--- config.mk ---
export PLATFORM = sky130hd
export DESIGN_NAME = tri_stride_walker
export DESIGN_NICKNAME = d
export VERILOG_FILES = /design/src/rtl/tsw_pkg.sv /design/src/rtl/tsw_shape_check.sv /design/src/rtl/tsw_pattern_gen.sv /design/src/rtl/tri_stride_walker.sv
export SDC_FILE = /design/constraint.sdc
export NUM_CORES = 2
export LEC_CHECK = 0
export ABC_CLOCK_PERIOD_IN_PS = 4150
export BUFFER_PORTS_ARGS = -buffer_cell sky130_fd_sc_hd__buf_2
export CAP_MARGIN = 20
export CORE_MARGIN = 2
export CORE_UTILIZATION = 34
export CTS_BUF_LIST = sky130_fd_sc_hd__clkbuf_2 sky130_fd_sc_hd__clkbuf_4 sky130_fd_sc_hd__clkbuf_8
export CTS_CLUSTER_DIAMETER = 80
export CTS_CLUSTER_SIZE = 28
export DETAILED_ROUTE_END_ITERATION = 7
export PLACE_DENSITY = 0.49
export SLEW_MARGIN = 30
export SYNTH_ARGS = -nofsm -noshare
export SYNTH_HDL_FRONTEND = slang
export SYNTH_SLANG_ARGS = --single-unit
--- constraint.sdc ---
create_clock -name clk -period 4.15 [get_ports clk]
set_input_delay 0.6225 -clock clk [delete_from_list [all_inputs] [get_ports clk]]
set_output_delay 0.6225 -clock clk [all_outputs]
set_load 0.05 [all_outputs]
--- src/rtl/tsw_pkg.sv ---
package tsw_pkg;
    localparam int STEP_W = 16;
    localparam int CNT_W  = 16;
    localparam int TOT_W  = 2 * CNT_W;
    localparam int NPAT   = 3;

    typedef enum logic {
        ST_IDLE = 1'b0,
        ST_WALK = 1'b1
    } walk_state_e;

    typedef struct packed {
        walk_state_e        state;
        logic [TOT_W-1:0]   remain;
        logic               err;
    } walk_ctl_t;
endpackage

--- src/rtl/tsw_shape_check.sv ---
module tsw_shape_check
    import tsw_pkg::*;
#(
    parameter int LANE_W   = 8,
    parameter int LANE_MAX = 128
) (
    input  logic [NPAT-1:0][CNT_W-1:0] count0_v,
    input  logic [NPAT-1:0][CNT_W-1:0] count1_v,
    input  logic [LANE_W-1:0]          lane_count,
    output logic                       shape_ok,
    output logic [TOT_W-1:0]           total
);
    logic [NPAT-1:0][TOT_W-1:0] prod_v;
    logic [NPAT-1:0]            nonzero_v;

    for (genvar g = 0; g < NPAT; g++) begin : g_prod
        assign prod_v[g]    = TOT_W'(count0_v[g]) * TOT_W'(count1_v[g]);
        assign nonzero_v[g] = (count0_v[g] != '0) && (count1_v[g] != '0);
    end

    logic lanes_ok;
    logic prods_equal;

    always_comb begin
        lanes_ok    = (lane_count != '0) && (lane_count <= LANE_W'(LANE_MAX));
        prods_equal = 1'b1;
        for (int g = 1; g < NPAT; g++) begin
            if (prod_v[g] != prod_v[0]) prods_equal = 1'b0;
        end
        shape_ok = lanes_ok && prods_equal && (&nonzero_v);
        total    = prod_v[0];
    end
endmodule

--- src/rtl/tsw_pattern_gen.sv ---
module tsw_pattern_gen
    import tsw_pkg::*;
#(
    parameter int ADDR_W = 32
) (
    input  logic              clk,
    input  logic              rst_n,
    input  logic              load,
    input  logic              adv,
    input  logic [ADDR_W-1:0] base,
    input  logic [STEP_W-1:0] stride0,
    input  logic [STEP_W-1:0] stride1,
    input  logic [CNT_W-1:0]  count0,
    output logic [ADDR_W-1:0] addr
);
    typedef struct packed {
        logic [ADDR_W-1:0] addr;
        logic [ADDR_W-1:0] row;
        logic [ADDR_W-1:0] inc0;
        logic [ADDR_W-1:0] inc1;
        logic [CNT_W-1:0]  idx0;
        logic [CNT_W-1:0]  lim0;
    } pg_t;

    pg_t pg_d, pg_q;

    always_comb begin
        pg_d = pg_q;
        if (load) begin
            pg_d.addr = base;
            pg_d.row  = base;
            pg_d.inc0 = {{(ADDR_W-STEP_W){stride0[STEP_W-1]}}, stride0};
            pg_d.inc1 = {{(ADDR_W-STEP_W){stride1[STEP_W-1]}}, stride1};
            pg_d.idx0 = '0;
            pg_d.lim0 = count0 - 1'b1;
        end else if (adv) begin
            if (pg_q.idx0 == pg_q.lim0) begin
                pg_d.idx0 = '0;
                pg_d.row  = pg_q.row + pg_q.inc1;
                pg_d.addr = pg_q.row + pg_q.inc1;
            end else begin
                pg_d.idx0 = pg_q.idx0 + 1'b1;
                pg_d.addr = pg_q.addr + pg_q.inc0;
            end
        end
    end

    always_ff @(posedge clk or negedge rst_n) begin
        if (!rst_n) pg_q <= '0;
        else        pg_q <= pg_d;
    end

    assign addr = pg_q.addr;

    a_r2_load_base: assert property (@(posedge clk) disable iff (!rst_n)
        load |=> (addr == $past(base)));

    a_r4_zero_stride_repeat: assert property (@(posedge clk) disable iff (!rst_n)
        (adv && !load && (pg_q.idx0 != pg_q.lim0) && (pg_q.inc0 == '0)) |=> $stable(addr));
endmodule

--- src/rtl/tri_stride_walker.sv ---
module tri_stride_walker
    import tsw_pkg::*;
#(
    parameter int ADDR_W   = 32,
    parameter int LANE_W   = 8,
    parameter int LANE_MAX = 128
) (
    input  logic              clk,
    input  logic              rst_n,
    input  logic              cmd_valid,
    output logic              cmd_ready,
    input  logic [LANE_W-1:0] lane_count,
    input  logic [ADDR_W-1:0] src_a_base,
    input  logic [STEP_W-1:0] src_a_stride0,
    input  logic [STEP_W-1:0] src_a_stride1,
    input  logic [CNT_W-1:0]  src_a_count0,
    input  logic [CNT_W-1:0]  src_a_count1,
    input  logic [ADDR_W-1:0] src_b_base,
    input  logic [STEP_W-1:0] src_b_stride0,
    input  logic [STEP_W-1:0] src_b_stride1,
    input  logic [CNT_W-1:0]  src_b_count0,
    input  logic [CNT_W-1:0]  src_b_count1,
    input  logic [ADDR_W-1:0] dst_base,
    input  logic [STEP_W-1:0] dst_stride0,
    input  logic [STEP_W-1:0] dst_stride1,
    input  logic [CNT_W-1:0]  dst_count0,
    input  logic [CNT_W-1:0]  dst_count1,
    output logic              out_valid,
    input  logic              out_ready,
    output logic [ADDR_W-1:0] out_src_a_addr,
    output logic [ADDR_W-1:0] out_src_b_addr,
    output logic [ADDR_W-1:0] out_dst_addr,
    output logic              out_last,
    output logic              cfg_err
);
    logic [NPAT-1:0][ADDR_W-1:0] base_v;
    logic [NPAT-1:0][STEP_W-1:0] stride0_v;
    logic [NPAT-1:0][STEP_W-1:0] stride1_v;
    logic [NPAT-1:0][CNT_W-1:0]  count0_v;
    logic [NPAT-1:0][CNT_W-1:0]  count1_v;
    logic [NPAT-1:0][ADDR_W-1:0] addr_v;

    assign base_v    = {dst_base,    src_b_base,    src_a_base};
    assign stride0_v = {dst_stride0, src_b_stride0, src_a_stride0};
    assign stride1_v = {dst_stride1, src_b_stride1, src_a_stride1};
    assign count0_v  = {dst_count0,  src_b_count0,  src_a_count0};
    assign count1_v  = {dst_count1,  src_b_count1,  src_a_count1};

    logic             shape_ok;
    logic [TOT_W-1:0] total;

    tsw_shape_check #(
        .LANE_W   (LANE_W),
        .LANE_MAX (LANE_MAX)
    ) u_check (
        .count0_v   (count0_v),
        .count1_v   (count1_v),
        .lane_count (lane_count),
        .shape_ok   (shape_ok),
        .total      (total)
    );

    walk_ctl_t ctl_d, ctl_q;
    logic      accept;
    logic      fire;
    logic      start;

    always_comb begin
        ctl_d     = ctl_q;
        ctl_d.err = 1'b0;
        accept    = cmd_valid && (ctl_q.state == ST_IDLE);
        fire      = (ctl_q.state == ST_WALK) && out_ready;
        start     = accept && shape_ok;
        if (accept) begin
            if (shape_ok) begin
                ctl_d.state  = ST_WALK;
                ctl_d.remain = total - 1'b1;
            end else begin
                ctl_d.err = 1'b1;
            end
        end else if (fire) begin
            if (ctl_q.remain == '0) ctl_d.state  = ST_IDLE;
            else                    ctl_d.remain = ctl_q.remain - 1'b1;
        end
    end

    always_ff @(posedge clk or negedge rst_n) begin
        if (!rst_n) ctl_q <= '{state: ST_IDLE, remain: '0, err: 1'b0};
        else        ctl_q <= ctl_d;
    end

    for (genvar g = 0; g < NPAT; g++) begin : g_pat
        tsw_pattern_gen #(
            .ADDR_W (ADDR_W)
        ) u_pat (
            .clk     (clk),
            .rst_n   (rst_n),
            .load    (start),
            .adv     (fire),
            .base    (base_v[g]),
            .stride0 (stride0_v[g]),
            .stride1 (stride1_v[g]),
            .count0  (count0_v[g]),
            .addr    (addr_v[g])
        );
    end

    assign cmd_ready      = (ctl_q.state == ST_IDLE);
    assign out_valid      = (ctl_q.state == ST_WALK);
    assign out_last       = out_valid && (ctl_q.remain == '0);
    assign cfg_err        = ctl_q.err;
    assign out_src_a_addr = addr_v[0];
    assign out_src_b_addr = addr_v[1];
    assign out_dst_addr   = addr_v[2];

    a_r5_stall_hold: assert property (@(posedge clk) disable iff (!rst_n)
        (out_valid && !out_ready) |=> (out_valid && $stable(out_src_a_addr)
            && $stable(out_src_b_addr) && $stable(out_dst_addr) && $stable(out_last)));

    a_r7_release_after_last: assert property (@(posedge clk) disable iff (!rst_n)
        (out_valid && out_ready && out_last) |=> (cmd_ready && !out_valid));

    a_r6_walk_continues: assert property (@(posedge clk) disable iff (!rst_n)
        (out_valid && out_ready && !out_last) |=> out_valid);

    a_r8_refusal_quiet: assert property (@(posedge clk) disable iff (!rst_n)
        cfg_err |-> (cmd_ready && !out_valid));
endmodule

==> summary.txt <==
Synth
  – Async S/R FF share, synth: 1.00
  – Post-synth top area cell: fa_1
  – Sequential fraction of the synthesis area: 0.183
  – Post-synthesis cell area: 57,100 um2
  – Cell count after synthesis: 6,846
  – Yosys reg bits: 418
  – Ys flop type: dfrtp_1
  – Synth top area share: 0.206
  – Syn_nets: 8,239
  – Mean area per synthesized cell: 8.34 um2
  – Post-synth EDFFs: 0
  – Netlist cell types: 98
  – Synth area leaders: fa_1, dfrtp_1, ha_1
  – Yosys Warn Count: 0

GRT
  – Grt ovf: 0
  – Initial antenna violation count: 17
  – Vias in the first global route: 52,003
  – Largest net degree at the start of global routing: 85
  – Total GRT Usage: 0.221
  – Global-route wire length before repair: 300,000 um

Power
  – Pwr Density: 963 nW/um2
  – Tot Pwr: 70.1 mW
  – Leakage Power: 36.7 nW
  – Peak VDD IR: 1.75 mV

Clocking
  – # H-tree levels: 1
  – Clock root cell: clkbuf_8
  – Worst-path clk slew: 0.15 ns
  – Maximum buffer depth of the clock tree: 3
  – Clock Sink Count: 418
  – CTS buffer count: 29
  – Clk_lat worst skew: 0.75 ns
  – CTS tree: done

Drt
  – Drt first pass iters: 6
  – Remaining DRCs: 0
  – Antenna Violating Nets Remaining: 0
  – Avg WL per Cell: 19.4 um
  – Routed vias: 51,596
  – DRT Wirelength: 195,000 um
  – Drt via density: 5.12
  – Detailed Route Iter0 Violations: 2,990

Placement
  – Post-DP HPWL: 152,000 um
  – IO Port Bufs: 399
  – Placer Congestion: 0.901
  – Post-Place Setup Slack: -4.20 ns

Critical path
  – Worst r2r path cells: 19
  – CP peak stage delay: 0.54 ns
  – Most used cell, CP: fa_1
  – Startpoint class of the critical path: input pin
  – Critical path endpoint category: flip-flop
  – Slowest library cell on the worst path: fa_1
  – Worst Setup Path Type: input pin to flip-flop
  – CP Data Required Time: 4.76 ns
  – CP top delay family: adder cells
  – Crit path depth: 34
  – Crit path buf inv count: 15
  – Crit path DAT: 7.96 ns
  – Max FO, Critical Path: 7

STA
  – Clock Skew: 0.0513 ns
  – Final count of negative-setup-slack endpoints: 418
  – Pins Over Slew Limit: 0
  – Total Neg Setup Slack: -1283.78 ns
  – Max_slew headroom: 0.431
  – Tcrit/Tclk final: 1.77
  – Slew @ Worst Pin: 0.850 ns
  – RSZ-0062 raised after global routing: yes
  – Tmin final: 7.35 ns
  – Setup slack after layout: -3.20 ns
  – Max Clock Freq: 136 MHz
  – Final Hold Violating Endpoints: 0

Floorplanning
  – Chip width: 414 um
  – Die area: 171,000 um2
  – Die Y: 414 um
  – Cell Rows: 150
  – Core area: 167,000 um2
  – I/O pin count: 400
  – Starting Density: 0.342

Cells and area
  – Final nets: 9,221
  – Layout cell share with drive strength beyond 1: 0.247
  – Area delta synth->final: 27.4%

Worst hold path
  – Hold WC Path Type: input pin to flip-flop
  – Worst hold stages: 3

Run
  – Max-cap viol count: 0

Run status
  – Failing checks: negative setup slack
  – Status: finished, violations left
metrics by stage:
stage	cell area, um2	std cells	hold WS [ns]	utilization
6_report	72800	10068	0.0666	0.436
5_1_grt	72800	10063	0.0338	0.436
4_1_cts	70600	10006	0.00223	0.423
3_5_place_dp	66900	9844	0.461	0.401
3_3_place_gp	66900	9844	0.455	0.401
2_1_floorplan	58000	6846	0.327	-
placed cells by master (no fill, tap or decap), drive strengths merged, types with 341 or more instances in the layout:
cell,Yosys,layout
nor2,394,396
a21oi,402,402
nand2,1169,1173
dfrtp,418,418
and2,341,341
inv,659,671
fa,588,588
ha,505,505
o21ai,394,394
buf,156,1334
worst reg2reg max path, cell delays in order, from the launching register on:
cell and delay (ns):
dfrtp_1 0.46, ha_1 0.20, inv_1 0.05, fa_1 0.43
nor2b_1 0.18, o31a_1 0.20, o31a_1 0.18, o211ai_1 0.13
nand2_1 0.19, a221oi_1 0.11, buf_4 0.16, o21ai_0 0.38
nand2_1 0.15, o31ai_1 0.39, buf_4 0.20, a31oi_1 0.13
xnor2_1 0.16, mux2i_1 0.15, a21oi_1 0.10, mux2_4 0.27
registers in the layout, indices dropped and copies added, names as in the netlist:
register and count:
cfg_err 1, ctl_q 32, g_pat.u_pat.addr 96, g_pat.u_pat.pg_q 288, out_valid 1
kinds of logic after synthesis:
| logic type | synth area share |
|---|---|
| AND/OR/NAND/NOR | 0.197 |
| XOR/XNOR | 0.0534 |
| multiplexers | 0.0304 |
| flip-flops | 0.183 |
| AO/OA/AOI/OAI | 0.140 |
| adder cells (fa/ha/maj) | 0.317 |
| buffers and inverters | 0.0793 |
final timing paths:
path / endpoint / start / slack (ns)
max: g_pat[0].u_pat.pg_q[11] / src_a_count0[6] / -3.20
min: g_pat[0].u_pat.pg_q[69] / src_a_stride0[5] / 0.07
max reg2reg: g_pat[2].u_pat.addr[28] / g_pat[2].u_pat.addr[0] / -0.22
min reg2reg: g_pat[1].u_pat.pg_q[38] / g_pat[1].u_pat.pg_q[38] / 0.49
max in group asynchronous: g_pat[0].u_pat.pg_q[0] / rst_n / 2.48
min in group asynchronous: g_pat[2].u_pat.pg_q[72] / rst_n / 0.48
synth_stat cells, drive strengths merged (8+ instances only):
master,count
nor2b,50
mux2,17
o22ai,12
a311oi,9
xor2,168
a2111oi,14
a21o,131
inv,659
o2111ai,12
nor3b,18
o311ai,10
and3,72
fa,588
nand3,87
nand2,1169
o21a,46
a21boi,12
o31ai,17
xnor2,174
or3,34
o211a,8
nand3b,8
o21bai,19
mux2i,153
a211o,10
nand4,32
o211ai,51
or4,12
nor4,49
a211oi,42
and2,341
o31a,11
o21ai,394
nor3,85
nand2b,42
a31oi,34
dfrtp,418
ha,505
clkbuf,270
buf,156
a21oi,402
or2,18
nor2,394
what timing repair did:
action	4_1_cts	5_1_grt
endpoints found under the hold margin	80	0
hold buffers	5	0
setup endpoints to repair	418	418
gates resized for setup	359	484
pin swaps	115	180
buffers inserted	61	35
gates cloned	43	26
power breakdown:
group | internal [mW] | total (mW) | leakage [nW] | switching (mW)
clock network | 0.816 | 2.61 | 0.353 | 1.80
registers | 4.07 | 4.07 | 5.79 | 0.000863
logic | 30.7 | 63.4 | 30.6 | 32.7
per-layer routing:
layer	track usage	vias to the layer above	share of wire
met1	0.302	25696	0.45
met4	0.0495	2	0.025
met2	0.383	1092	0.49
met3	0.0141	190	0.040
met5	0	-	0.000041
li1	-	24616	-
layout make-up:
class | count | area (um2)
fillers | 16745 | 94300
diodes | 13 | 32.5
flip-flops and latches | 418 | 10500
clock buffers | 31 | 414
well taps | 2204 | 2760
multi-input cells | 5349 | 44500
inverters | 659 | 2480
repair buffers | 1371 | 11900
clock inverters | 23 | 292
Note: power is estimated with default switching activity, not from simulation.
